### src/rtl/block_window.sv
module block_window #(
  parameter int FRAMES  = 8,
  parameter int THREADS = 4,
  parameter int OUT_W   = 8,
  localparam int FID_W  = $clog2(FRAMES),
  localparam int TID_W  = $clog2(THREADS),
  localparam int FPT    = FRAMES / THREADS,
  localparam int FPT_W  = $clog2(FPT)
) (
  input  logic                       clk,
  input  logic                       rst_n,
  input  logic                       mt_mode,
  input  logic                       fetch_req,
  input  logic [TID_W-1:0]           fetch_tid,
  input  logic [OUT_W-1:0]           fetch_nout,
  output logic                       fetch_gnt,
  output logic [FID_W-1:0]           fetch_frame,
  input  logic                       done_vld,
  input  logic [FID_W-1:0]           done_frame,
  input  logic                       mis_vld,
  input  logic [FID_W-1:0]           mis_frame,
  output logic [THREADS-1:0]         commit_vld,
  output logic [THREADS*FID_W-1:0]   commit_frame,
  output logic                       flush_vld,
  output logic [FRAMES-1:0]          flush_mask
);

  logic [FRAMES-1:0] busy;
  logic [OUT_W-1:0]  decl [FRAMES];
  logic [OUT_W-1:0]  got  [FRAMES];
  logic [FID_W-1:0]  head [THREADS];
  logic [FID_W:0]    occ  [THREADS];

  wire [FID_W-1:0] msk = mt_mode ? FID_W'(FPT - 1) : FID_W'(FRAMES - 1);
  wire [FID_W:0]   cap = mt_mode ? (FID_W+1)'(FPT) : (FID_W+1)'(FRAMES);

  function automatic logic [TID_W-1:0] owner(input logic [FID_W-1:0] f);
    return mt_mode ? TID_W'(f >> FPT_W) : '0;
  endfunction

  function automatic logic [FID_W-1:0] base(input logic [TID_W-1:0] t);
    return mt_mode ? (FID_W'(t) << FPT_W) : '0;
  endfunction

  logic                mis_ok;
  logic [TID_W-1:0]    mis_tid;
  logic [FID_W-1:0]    mis_age;
  logic [FRAMES-1:0]   kill, ret_mask;
  logic [THREADS-1:0]  retire;
  logic [FID_W-1:0]    hf [THREADS];

  always_comb begin
    mis_ok  = mis_vld && busy[mis_frame];
    mis_tid = owner(mis_frame);
    mis_age = ((mis_frame & msk) - head[mis_tid]) & msk;
    for (int f = 0; f < FRAMES; f++)
      kill[f] = mis_ok && busy[f] && owner(FID_W'(f)) == mis_tid &&
                (((FID_W'(f) & msk) - head[mis_tid]) & msk) >= mis_age;
    ret_mask = '0;
    for (int t = 0; t < THREADS; t++) begin
      hf[t]     = base(TID_W'(t)) + head[t];
      retire[t] = occ[t] != '0 && got[hf[t]] == decl[hf[t]] &&
                  !(mis_ok && mis_tid == TID_W'(t));
      if (retire[t]) ret_mask[hf[t]] = 1'b1;
    end
  end

  wire tid_ok = mt_mode || fetch_tid == '0;
  assign fetch_frame = base(fetch_tid) +
                       ((head[fetch_tid] + occ[fetch_tid][FID_W-1:0]) & msk);
  assign fetch_gnt = fetch_req && tid_ok && occ[fetch_tid] < cap &&
                     !(mis_ok && mis_tid == fetch_tid);

  always_ff @(posedge clk or negedge rst_n) begin
    if (!rst_n) begin
      busy         <= '0;
      commit_vld   <= '0;
      commit_frame <= '0;
      flush_vld    <= 1'b0;
      flush_mask   <= '0;
      for (int f = 0; f < FRAMES; f++) begin
        decl[f] <= '0;
        got[f]  <= '0;
      end
      for (int t = 0; t < THREADS; t++) begin
        head[t] <= '0;
        occ[t]  <= '0;
      end
    end else begin
      flush_vld  <= mis_ok;
      flush_mask <= kill;
      commit_vld <= retire;
      for (int t = 0; t < THREADS; t++) begin
        commit_frame[t*FID_W +: FID_W] <= hf[t];
        if (mis_ok && mis_tid == TID_W'(t))
          occ[t] <= {1'b0, mis_age};
        else
          occ[t] <= occ[t] - (FID_W+1)'(retire[t]) +
                    (FID_W+1)'(fetch_gnt && fetch_tid == TID_W'(t));
        if (retire[t]) head[t] <= (head[t] + 1'b1) & msk;
      end
      for (int f = 0; f < FRAMES; f++) begin
        if (kill[f] || ret_mask[f])
          busy[f] <= 1'b0;
        else if (done_vld && done_frame == FID_W'(f) && busy[f] && got[f] != decl[f])
          got[f] <= got[f] + 1'b1;
        if (fetch_gnt && fetch_frame == FID_W'(f)) begin
          busy[f] <= 1'b1;
          decl[f] <= fetch_nout;
          got[f]  <= '0;
        end
      end
    end
  end

  logic [FID_W+TID_W+1:0] occ_sum;
  always_comb begin
    occ_sum = '0;
    for (int t = 0; t < THREADS; t++) occ_sum = occ_sum + (FID_W+TID_W+2)'(occ[t]);
  end

  assert_gnt_free_R2: assert property (@(posedge clk) disable iff (!rst_n)
    fetch_gnt |-> !busy[fetch_frame]);

  assert_occ_match_R3: assert property (@(posedge clk) disable iff (!rst_n)
    occ_sum == (FID_W+TID_W+2)'($countones(busy)));

  assert_flush_frees_R7: assert property (@(posedge clk) disable iff (!rst_n)
    flush_vld |-> (flush_mask != '0 && (busy & flush_mask) == '0));

  assert_bad_mis_ignored_R8: assert property (@(posedge clk) disable iff (!rst_n)
    (mis_vld && !busy[mis_frame]) |=> !flush_vld);

  assert_single_thread_R10: assert property (@(posedge clk) disable iff (!rst_n)
    !mt_mode |-> commit_vld[THREADS-1:1] == '0);

  for (genvar t = 0; t < THREADS; t++) begin : g_chk
    assert_commit_frees_R5: assert property (@(posedge clk) disable iff (!rst_n)
      commit_vld[t] |-> !busy[commit_frame[t*FID_W +: FID_W]]);
  end

  for (genvar f = 0; f < FRAMES; f++) begin : g_cnt
    assert_count_bound_R4: assert property (@(posedge clk) disable iff (!rst_n)
      busy[f] |-> got[f] <= decl[f]);
  end

endmodule

### config.mk
export PLATFORM = sky130hd
export DESIGN_NAME = block_window
export DESIGN_NICKNAME = d
export VERILOG_FILES = /design/src/rtl/block_window.sv
export SDC_FILE = /design/constraint.sdc
export NUM_CORES = 1
export LEC_CHECK = 0
export CAP_MARGIN = 25
export CORE_MARGIN = 2
export CORE_UTILIZATION = 62
export DETAILED_ROUTE_END_ITERATION = 12
export PLACE_DENSITY_LB_ADDON = 0.1
export SYNTH_ARGS = -nofsm -noshare
export SYNTH_HDL_FRONTEND = slang
export SYNTH_SLANG_ARGS = --single-unit
export TNS_END_PERCENT = 5
### constraint.sdc
create_clock -name clk -period 7.3 [get_ports clk]
set_input_delay 2.19 -clock clk [delete_from_list [all_inputs] [get_ports clk]]
set_output_delay 2.19 -clock clk [all_outputs]
set_load 0.05 [all_outputs]
## Word-level counts from Yosys, hierarchy flattened

Index checks and enable logic that the tools add are counted.

- Bits in registers: 189

- Reduce and logical (&&, ||, !) cells: 127
- Bitwise logic cells: 24
- Equality and inequality tests: 44
- Add/subtract/negate cells: 34
- Multiplexer cells: 101
- Magnitude comparators: 24

Operators by type and width:

| cell | number |
|---|---|
| 8-bit two-way mux | 44 |
| 8-bit binary-select mux with 3-bit select | 8 |
| 1-bit logical AND | 81 |
| 8-bit by 1-bit adder with 8-bit output, second input constant | 8 |
| 8-bit inequality test | 8 |
| 3-bit AND | 15 |
| 8-bit == test | 4 |
| 2-bit nonzero test | 16 |
| 4-bit two-way mux | 7 |
| 3-bit == test, second input constant | 8 |
| 3-bit >= comparator | 8 |
| 3-bit two-way mux | 8 |
| 8-bit OR | 3 |
| 1-bit two-way mux | 22 |
| 3-bit by 4-bit < comparator with 1-bit output, second input constant | 5 |
| 4-bit by 1-bit adder with 4-bit output | 4 |
| 4-bit >= comparator, second input constant | 4 |
| 2-bit by 1-bit inequality test with 1-bit output, second input constant | 8 |
| 3-bit inverter with 4-bit output | 4 |
| 2-bit AND reduction | 8 |
| 4-bit nonzero test | 4 |
| 4-bit by 1-bit subtractor with 4-bit output | 4 |
| 3-bit subtractor | 5 |
| 3-bit by 1-bit adder with 3-bit output, second input constant | 4 |
| 24 further kinds | 64 |

## Logic depth before layout (Yosys ltp)

Gate-level depths: netlist (run 1).

- Word-level depth: 17
- Depth in mapped cells: 19

## Least setup slack after synthesis (run 1)

Ideal clock, no wire load.

- Path type: input to output
- Start: input port fetch_tid[0]
- End: output port fetch_frame[2]
- Slack: 532 ps
- Data required time: 5110 ps
- Path buffers: 1
- Arrival time: 4578 ps
- Stages: 9
- Cell sequence: clkbuf_1 -> mux4_2 -> ha_1 -> fa_1 -> xnor2_2 -> xnor2_1 -> mux2i_4 -> xor2_4 -> inv_4

- Longest elaborated chain between the ends: 7

RTL lines:

| what | RTL line | text |
|---|---|---|
| from (decl) | 14 | `input logic [TID_W-1:0] fetch_tid,` |
| 2-bit inverter with 3-bit output (implied by the code) | 70 | `((head[fetch_tid] + occ[fetch_tid][FID_W-1:0]) & msk);` |
| 3-bit binary-select mux with 2-bit select or 4-bit binary-select mux with 2-bit select (tied branches) | 70 |  |
| 3-bit two-way mux (implied by the code) or 4-bit two-way mux (tied branches) (2 in series) | -- |  |
| 3-bit adder | 70 |  |
| 3-bit AND | 70 |  |
| 3-bit adder * | 69 | `assign fetch_frame = base(fetch_tid) +` |
| to (decl) | 17 | `output logic [FID_W-1:0] fetch_frame,` |

Every way passes the cells marked *; elsewhere a longest branch is shown, timed or not. The select of a mux whose other input is x is not followed.

## Worst setup path after layout (run 1)

- Start: input port fetch_tid[1]
- End: output port fetch_frame[2]

The elaborated chain is that of the path after synthesis.

==> impl_metrics.env, run 1 <==
export IMPL_whs_ns=0.402
export IMPL_comb_power_share_pct=57.2
export IMPL_finalMaxSlewViolations=0
export IMPL_syn_nets=1438
export IMPL_drtIter0Drc=1389
export IMPL_cts_buffers=17
export IMPL_io_pin_count=51
export IMPL_overflow=0
export IMPL_ir_worst_vdd_mv=0.225
export IMPL_wl_per_cell_um=27.1
export IMPL_avgViaCountPerCell=6.91
export IMPL_yosys_top_cells_area="dfrtp_1 (32%), mux4_2 (15%), xor2_1 (5.9%), ha_1 (4.8%), mux2_2 (4.2%)"
export IMPL_max_cap_violations=0
export IMPL_fillerInstances=1826
export IMPL_numClockSinks=189
export IMPL_grt_setup_unrepaired="false"
export IMPL_power_leakage_uw=0.00713
export IMPL_pwr_share_clk_pct=14.2
export IMPL_htree_num_levels=4
export IMPL_r2r_setup_slack_ns=2.32
export IMPL_finalHoldViolCount=0
export IMPL_fp_dieH_um=158
export IMPL_timing_rr_end="got[13]"
export IMPL_p_seq_share_pct=28.6
export IMPL_synth_top_area_share_pct=32.3
export IMPL_synth_warnings=0
export IMPL_clk_path_buf_depth=2
export IMPL_crit_path_start_kind="input pin"
export IMPL_post_cts_setup_buffers=0
export IMPL_reg2reg_from="head[4]"
export IMPL_routed_via_count=11802
export IMPL_synth_distinct_cells=83
export IMPL_finClkSkew_ns=0.0173
export IMPL_antennaDiodeCount=0
export IMPL_grt_pass1_wl_um=69700
export IMPL_initial_utilization_pct=62.7
export IMPL_synthTopCellsByCount="dfrtp_1 (189), xor2_1 (99), mux4_2 (98), nand2_1 (93), nor2_1 (81)"
export IMPL_ys_ff_latch=189
export IMPL_pwr_density_cell_nw_per_um2=409
export IMPL_drc=0
export IMPL_worst_pin_slew_ns=1.05
export IMPL_cts_tree="done"
export IMPL_setup_viol=0
export IMPL_setup_worst_path_end="fetch_frame[2]"
export IMPL_r2r_worst_path_cells=14
export IMPL_synth_area_sq_um=14600
export IMPL_firstDrtPassIters=6
export IMPL_ctsHoldBuffers=0
export IMPL_endpoint_kind="output port"
export IMPL_grt_max_degree=100
export IMPL_dieWidth_um=158
export IMPL_tns_ns=0
export IMPL_synth_most_common_cell="dfrtp_1"
export IMPL_rows=56
export IMPL_avgSynthCellArea_sq_um=10.8
export IMPL_nets=1462
export IMPL_grt_pass1_vias=11341
export IMPL_ys_async_sr_fraction_pct=100
export IMPL_grt_total_usage_pct=38.7
export IMPL_antenna_found_initial=1
export IMPL_netSwitchingFraction_pct=46.3
export IMPL_syn2layout_area_growth_pct=9.33
export IMPL_yosysTopAreaCell="dfrtp_1"
export IMPL_syn_inst=1353
export IMPL_status="finished clean"
export IMPL_cts_root_buf="clkbuf_16"
export IMPL_critPathMaxFanout=6
export IMPL_drt_total_wl_um=46300
export IMPL_ys_flop_type="dfrtp_1"
export IMPL_synth_seq_area_share_pct=32.3
export IMPL_min_path_cells=0
export IMPL_worstHoldPathType="reg -> reg"
export IMPL_drive_gt1_share_pct=19.1
export IMPL_ant_nets=0
export IMPL_crit_arrival_ns=4.97
export IMPL_cp_startpoint="fetch_tid[1]"
export IMPL_hpwl_um=34700
export IMPL_relSlewSlack_pct=29.8
export IMPL_postLayoutCoreUtil_pct=68.6
export IMPL_core_sq_um=23300
export IMPL_port_buffers=50
export IMPL_timing_final_crit_share_pct=98.0
export IMPL_clk_pin_slew_worst_paths_ns=0.07
export IMPL_path_class="in -> out"
export IMPL_synth_edf_count=0
export IMPL_cts_resized=0
export IMPL_max_freq_ghz=0.140
export IMPL_clock_latency_ns=0.45
export IMPL_design_die_area_sq_um=24900
export IMPL_switching_power_uw=3030
export IMPL_cp_required_ns=5.11
export IMPL_final_min_clock_period_ns=7.16
export IMPL_intPower_uw=3510
export IMPL_place_gp_congestion=1.00
[sequential cells by signal, indices dropped and copies added, names as in the netlist]
name          cells
decl             64
got              64
occ              16
commit_frame     12
head             12
busy              8
flush_mask        8
commit_vld        4
flush_vld         1
[power by group through the flow]
| stage | logic (uW) | registers, uW | clock network, uW |
|---|---|---|---|
| CTS | 3690 | 1850 | 940 |
| detailed placement | 3670 | 1860 | 0 |
| global placement | 3590 | 1850 | 0 |
| floorplan | 2670 | 1760 | 0 |
| global route | 3990 | 1900 | 982 |
| finish | 3740 | 1870 | 930 |
[logic make-up after synthesis]
kind of cell               Yosys count  synth area share, %
buffers and inverters              156                 5.11
muxes                              215                 24.7
AOI/OAI and AO/OA                  189                 8.40
adders and majority gates           63                 5.74
and+or+nand+nor                    378                 13.6
xor gates and xnor gates           163                 10.2
DFF                                189                 32.3
[cells in the final DEF, fill, tap and decap left out, types with 34 or more instances in the layout]
cell type        count
dfrtp_1            184
xor2_1              99
mux4_2              98
nand2_1             93
nor2_1              81
inv_1               62
xnor2_1             59
ha_1                56
mux2_2              55
a21oi_1             52
o21ai_0             51
mux2i_1             49
clkdlybuf4s50_1     45
buf_4               44
nand3_1             34
[how the worst min path moves through the flow]
stage                         from               to  slack (ns)
after floorplan           head[11]  commit_frame[2]        0.37
after global placement     head[4]  commit_frame[7]        0.39
after detailed placement   head[4]  commit_frame[7]        0.39
after CTS                  head[4]  commit_frame[7]        0.41
after global routing       head[4]  commit_frame[7]        0.41
final                      head[4]  commit_frame[7]        0.40
[metrics by stage]
stage | setup slack (ns) | area [sq um] | instances | total power [uW]
6_report | 0.144 | 16000 | 1708 | 6540
5_1_grt | 0.0458 | 16000 | 1708 | 6870
4_1_cts | 0.127 | 16000 | 1707 | 6470
3_5_place_dp | 0.141 | 15400 | 1676 | 5530
3_3_place_gp | 0.166 | 15400 | 1674 | 5440
2_1_floorplan | 0.532 | 14600 | 1353 | 4430
[critical path, cell delays in order]
cell	delay [ns]
clkdlybuf4s50_1	0.63
mux4_2	0.55
ha_1	0.21
fa_1	0.41
xnor2_2	0.16
xnor2_1	0.15
mux2i_4	0.20
xor2_4	0.22
inv_4	0.09
buf_12	0.16
[per-layer routing]
layer  vias up  track usage [%]  share of wire (%)
li1       5027                -                  -
met2       695             59.5                 45
met3       164             7.58                 10
met5         -                0              0.022
met1      5914             52.0                 38
met4         2             21.2                6.3
[final cells by class]
type	instances	area, sq um	area share, %
Multi-Input combinational cell	1008	9160	57.2
Sequential cell	189	4740	29.6
Timing Repair Buffer	96	885	5.53
Clock buffer	17	425	2.66
Tap cell	319	399	2.49
Inverter	65	246	1.54
Clock inverter	14	153	0.954
No activity file was read; power rests on OpenSTA's default activity.
==> run 2: changes to the inputs <==
--- a/config.mk
+++ b/config.mk
@@ -9,6 +9,7 @@
 export CORE_MARGIN = 2
 export CORE_UTILIZATION = 62
 export DETAILED_ROUTE_END_ITERATION = 12
+export GPL_ROUTABILITY_DRIVEN = 0
 export PLACE_DENSITY_LB_ADDON = 0.1
 export SYNTH_ARGS = -nofsm -noshare
 export SYNTH_HDL_FRONTEND = slang
==> run 2 against run 1 <==
Clock power grew 4.8%. Combinational power barely moved. Hold slack better by 0.12 ns. Non-clock buffer count down 6. Via count is 0.91% higher. Count of clock-buffer cells in the layout unchanged. Maximum frequency increased by 0.83%. Global-route usage down 0.58 points. Design area fell by 0.12%. Die area is the same. Setup slack gained 0.059 ns. Critical endpoint unchanged. Largest power group unchanged.
==> impl_metrics.env, run 2 (synthesis results as in run 1) <==
export IMPL_status="finished clean"
export IMPL_numClockSinks=189
export IMPL_grt_max_degree=68
export IMPL_drtIter0Drc=1537
export IMPL_nets=1456
export IMPL_clock_latency_ns=0.45
export IMPL_grt_pass1_vias=11503
export IMPL_routed_via_count=11909
export IMPL_worstHoldPathType="reg -> reg"
export IMPL_tns_ns=0
export IMPL_htree_num_levels=4
export IMPL_antennaDiodeCount=0
export IMPL_overflow=0
export IMPL_finalMaxSlewViolations=0
export IMPL_top_regs="decl x64, got x64, occ x16"
export IMPL_cts_root_buf="clkbuf_16"
export IMPL_drc=0
export IMPL_final_common_cell="dfrtp_1"
export IMPL_ir_worst_vdd_mv=0.234
export IMPL_netSwitchingFraction_pct=45.9
export IMPL_comb_power_share_pct=56.7
export IMPL_wl_per_cell_um=26.6
export IMPL_syn2layout_area_growth_pct=9.20
export IMPL_port_buffers=50
export IMPL_switching_power_uw=3000
export IMPL_cts_tree="done"
export IMPL_path_class="in -> out"
export IMPL_grt_pass1_wl_um=69900
export IMPL_rows=56
export IMPL_core_sq_um=23300
export IMPL_relSlewSlack_pct=31.7
export IMPL_critPathMaxFanout=13
export IMPL_clk_pin_slew_worst_paths_ns=0.07
export IMPL_fillerInstances=1759
export IMPL_intPower_uw=3540
export IMPL_setup_viol=0
export IMPL_grt_total_usage_pct=38.1
export IMPL_max_freq_ghz=0.141
export IMPL_dieWidth_um=158
export IMPL_finalHoldViolCount=0
export IMPL_crit_arrival_ns=4.91
export IMPL_finClkSkew_ns=0.0178
export IMPL_hpwl_um=32900
export IMPL_antenna_found_initial=0
export IMPL_avgViaCountPerCell=7.00
export IMPL_multi_input_area_sq_um=9160
export IMPL_power_leakage_uw=0.00713
export IMPL_ant_nets=0
export IMPL_drive_gt1_share_pct=18.7
export IMPL_design_die_area_sq_um=24900
export IMPL_ctsHoldBuffers=0
export IMPL_firstDrtPassIters=6
export IMPL_endpoint_kind="output port"
export IMPL_post_cts_setup_buffers=0
export IMPL_cp_required_ns=5.11
export IMPL_p_seq_share_pct=28.4
export IMPL_regArea_sq_um=4740
export IMPL_grt_setup_unrepaired="false"
export IMPL_initial_utilization_pct=62.7
export IMPL_max_cap_violations=0
export IMPL_cts_buffers=17
export IMPL_timing_final_crit_share_pct=97.2
export IMPL_worst_pin_slew_ns=1.01
export IMPL_postLayoutCoreUtil_pct=68.5
export IMPL_pwr_density_cell_nw_per_um2=409
export IMPL_crit_path_start_kind="input pin"
export IMPL_pwr_share_clk_pct=14.9
export IMPL_final_min_clock_period_ns=7.10
export IMPL_drt_total_wl_um=45300
export IMPL_final_cell_mix="dfrtp_1 (184), xor2_1 (99), mux4_2 (98)"
export IMPL_clk_path_buf_depth=2
export IMPL_io_pin_count=51
export IMPL_fp_dieH_um=158
## run 2: cell count changes in the layout (fill, tap and decap cells not counted), sizes merged
| cell | before | now |
|---|---|---|
| clkdlybuf4s50 | 45 | 44 |
| clkinvlp | 2 | 0 |
| bufinv | 0 | 1 |
| dlymetal6s2s | 0 | 1 |
| buf | 49 | 43 |
| clkinv | 7 | 8 |
## run 2: layout make-up
| class | count | area share, % |
|---|---|---|
| Multi-Input combinational cell | 1008 | 57.3 |
| Inverter | 65 | 1.54 |
| Clock buffer | 17 | 2.66 |
| Timing Repair Buffer | 90 | 5.27 |
| Clock inverter | 14 | 1.10 |
| Sequential cell | 189 | 29.6 |
| Tap cell | 319 | 2.50 |
## run 2: what timing repair did
action	CTS	global route
hold endpoints to repair	0	0
gates resized for setup	0	1
setup endpoints to repair	0	1
## run 2: power groups by stage
| stage | registers [uW] | clock network [uW] | logic [uW] |
|---|---|---|---|
| after floorplan | 1760 | 0 | 2670 |
| after global placement | 1830 | 0 | 3550 |
| after detailed placement | 1850 | 0 | 3620 |
| after CTS | 1830 | 982 | 3640 |
| after global routing | 1880 | 1020 | 3960 |
| final | 1860 | 975 | 3710 |
## run 2: critical path: stages
cell and delay, ns:
clkdlybuf4s50_1 0.51, buf_4 0.22, mux4_2 0.54, fa_1 0.44
xnor2_2 0.15, xnor2_1 0.24, mux2i_4 0.14, xor2_4 0.18
inv_4 0.13, buf_12 0.15
## run 2: metrics by stage
| step | hold WS (ns) | worst slack (ns) | area (sq um) | total power (uW) | instances |
|---|---|---|---|---|---|
| final | 0.522 | 0.203 | 16000 | 6540 | 1702 |
| after global routing | 0.550 | 0.0868 | 16000 | 6870 | 1702 |
| after CTS | 0.523 | 0.0997 | 16000 | 6460 | 1700 |
| after detailed placement | 0.507 | 0.107 | 15400 | 5460 | 1669 |
| after global placement | 0.492 | 0.156 | 15400 | 5380 | 1667 |
| after floorplan | 0.374 | 0.532 | 14600 | 4430 | 1353 |
## run 2: metal layers
metal	part of all wire (%)	global-route usage (%)	wire length [um]
met1	38	50.4	17000
met2	44	56.9	20000
met3	11	9.53	5000
met4	7.2	23.3	3280
met5	0	0	0
## run 2: path summary, 6_finish.rpt
check	from	endpoint	slack (ns)	cells past startpoint
max in group asynchronous	rst_n	head[6]	4.30	2
worst min register to register	busy[0]	flush_mask[0]	0.52	2
worst max register to register	head[4]	got[13]	2.27	13
min in group asynchronous	rst_n	got[50]	1.73	1
worst min-delay path	busy[0]	flush_mask[0]	0.52	2
worst max-delay path	fetch_tid[0]	fetch_frame[2]	0.20	10
==> run 3: changes to the inputs <==
--- a/config.mk
+++ b/config.mk
@@ -6,8 +6,10 @@
 export NUM_CORES = 1
 export LEC_CHECK = 0
 export CAP_MARGIN = 25
+export CORE_ASPECT_RATIO = 0.9
 export CORE_MARGIN = 2
 export CORE_UTILIZATION = 62
+export CTS_BUF_LIST = sky130_fd_sc_hd__clkbuf_2
 export DETAILED_ROUTE_END_ITERATION = 12
 export GPL_ROUTABILITY_DRIVEN = 0
 export PLACE_DENSITY_LB_ADDON = 0.1
==> run 3 against run 2 <==
Utilization fell by 1.3 points. Final cell count decreased by 1.0%. First-iteration DRC count rose by 30%. Global-route usage decreased by 0.66 points. Combinational power about the same. Largest power group unchanged. Maximum frequency fell by 0.55%. Wire length rose by 0.53%. Via count down 0.49%. Design area shrank 2.2%. Setup slack got worse by 0.040 ns. Sequential cell count stayed put. Critical path type unchanged.
==> impl_metrics.env, run 3 (synthesis results as in run 1) <==
export IMPL_final_common_cell="dfrtp_1"
export IMPL_ctsHoldBuffers=0
export IMPL_rows=53
export IMPL_wl_per_cell_um=27.0
export IMPL_antenna_found_initial=1
export IMPL_relSlewSlack_pct=28.4
export IMPL_power_leakage_uw=0.00698
export IMPL_grt_total_usage_pct=37.5
export IMPL_slowest_delay_ns=0.62
export IMPL_drc=0
export IMPL_slowest_stage="clkdlybuf4s50_1"
export IMPL_final_cell_mix="dfrtp_1 (184), xor2_1 (99), mux4_2 (98)"
export IMPL_critPathMaxFanout=6
export IMPL_cp_required_ns=5.11
export IMPL_overflow=0
export IMPL_pwr_density_cell_nw_per_um2=396
export IMPL_nets=1454
export IMPL_final_min_clock_period_ns=7.14
export IMPL_top_regs="decl x64, got x64, occ x16"
export IMPL_grt_pass1_wl_um=69500
export IMPL_fp_dieH_um=150
export IMPL_placed_area_sq_um=15400
export IMPL_grt_max_degree=100
export IMPL_firstDrtPassIters=7
export IMPL_clk_pin_slew_worst_paths_ns=0.33
export IMPL_crit_path_start_kind="input pin"
export IMPL_tns_ns=0
export IMPL_crit_path_cell_trace="clkdlybuf4s50_1 > mux4_2 > ha_1 > fa_1 > xnor2_2 > xnor2_1 > mux2i_4 > xor2_4 > inv_4 > buf_12"
export IMPL_worstHoldPathType="reg -> reg"
export IMPL_dieWidth_um=166
export IMPL_switching_power_uw=3000
export IMPL_clock_latency_ns=0.83
export IMPL_timing_final_crit_share_pct=97.8
export IMPL_finalHoldViolCount=0
export IMPL_cts_buffers=17
export IMPL_htree_num_levels=4
export IMPL_comb_power_share_pct=59.9
export IMPL_drive_gt1_share_pct=18.7
export IMPL_cts_root_buf="clkbuf_2"
export IMPL_core_sq_um=23300
export IMPL_clk_path_buf_depth=2
export IMPL_grt_setup_unrepaired="false"
export IMPL_finalMaxSlewViolations=0
export IMPL_hpwl_um=33700
export IMPL_cts_tree="done"
export IMPL_grt_pass1_vias=11150
export IMPL_p_seq_share_pct=30.4
export IMPL_max_cap_violations=0
export IMPL_port_buffers=50
export IMPL_post_cts_setup_buffers=0
export IMPL_max_freq_ghz=0.140
export IMPL_io_pin_count=51
export IMPL_worst_pin_slew_ns=1.07
export IMPL_intPower_uw=3190
export IMPL_crit_arrival_ns=4.95
export IMPL_routed_via_count=11851
export IMPL_numClockSinks=189
export IMPL_cts_resized=0
export IMPL_design_die_area_sq_um=24900
export IMPL_ir_worst_vdd_mv=0.365
export IMPL_endpoint_kind="output port"
export IMPL_netSwitchingFraction_pct=48.5
export IMPL_ant_nets=0
export IMPL_syn2layout_area_growth_pct=6.84
export IMPL_finClkSkew_ns=0.0652
export IMPL_fin_area_sq_um=15600
export IMPL_avgViaCountPerCell=7.03
export IMPL_initial_utilization_pct=62.9
export IMPL_path_class="in -> out"
export IMPL_setup_viol=0
export IMPL_drtIter0Drc=1992
export IMPL_status="finished clean"
export IMPL_drt_total_wl_um=45500
export IMPL_pwr_share_clk_pct=9.6
run 3: power by group through the flow:
stage                     clock network (uW)  registers, uW  logic [uW]
after detailed placement                   0           1880        3620
after global routing                     645           1910        3970
after global placement                     0           1860        3540
after CTS                                608           1850        3640
final                                    598           1890        3710
after floorplan                            0           1760        2670
run 3: layout make-up:
class / instances / area (sq um)
diodes: 1 / 2.50
clock buffers: 17 / 85.1
clock inverters: 15 / 191
fillers: 1806 / 7640
inverters: 65 / 246
multi-input cells: 1008 / 9160
flip-flops and latches: 189 / 4740
well taps: 302 / 378
repair buffers: 88 / 840
run 3: critical path: cells and delay by family:
kind       cells  cell delay [ns]
xor+xnor       3             0.57
fa+ha+maj      2             0.62
buf+inv        3             0.88
mux            2             0.67
run 3: worst paths after layout:
kind / startpoint / end / slack [ns] / cells past startpoint
min reg2reg: busy[1] / flush_mask[1] / 0.52 / 1
max in group asynchronous: rst_n / decl[60] / 4.94 / 2
max: fetch_tid[1] / fetch_frame[2] / 0.16 / 10
max reg2reg: head[3] / got[31] / 2.34 / 15
min in group asynchronous: rst_n / got[47] / 1.36 / 1
min: busy[1] / flush_mask[1] / 0.52 / 1
run 3: per-layer routing:
| layer | global-route usage, % | vias up | share of wire, % |
|---|---|---|---|
| met2 | 53.0 | 825 | 41 |
| met1 | 53.8 | 5855 | 40 |
| li1 | - | 5018 | - |
| met3 | 12.5 | 153 | 14 |
| met4 | 14.4 | 0 | 4.5 |
| met5 | 0 | - | 0 |
run 3: per-stage QoR:
stage          instances  worst slack (ns)  util [%]  total power [uW]  hold slack [ns]
3_3_place_gp        1651             0.186      66.0              5400            0.522
2_1_floorplan       1353             0.532         -              4430            0.374
4_1_cts             1684             0.149      67.2              6100            0.493
6_report            1685             0.163      67.2              6200            0.520
3_5_place_dp        1652             0.144      66.0              5490            0.519
5_1_grt             1685            0.0834      67.2              6530            0.560
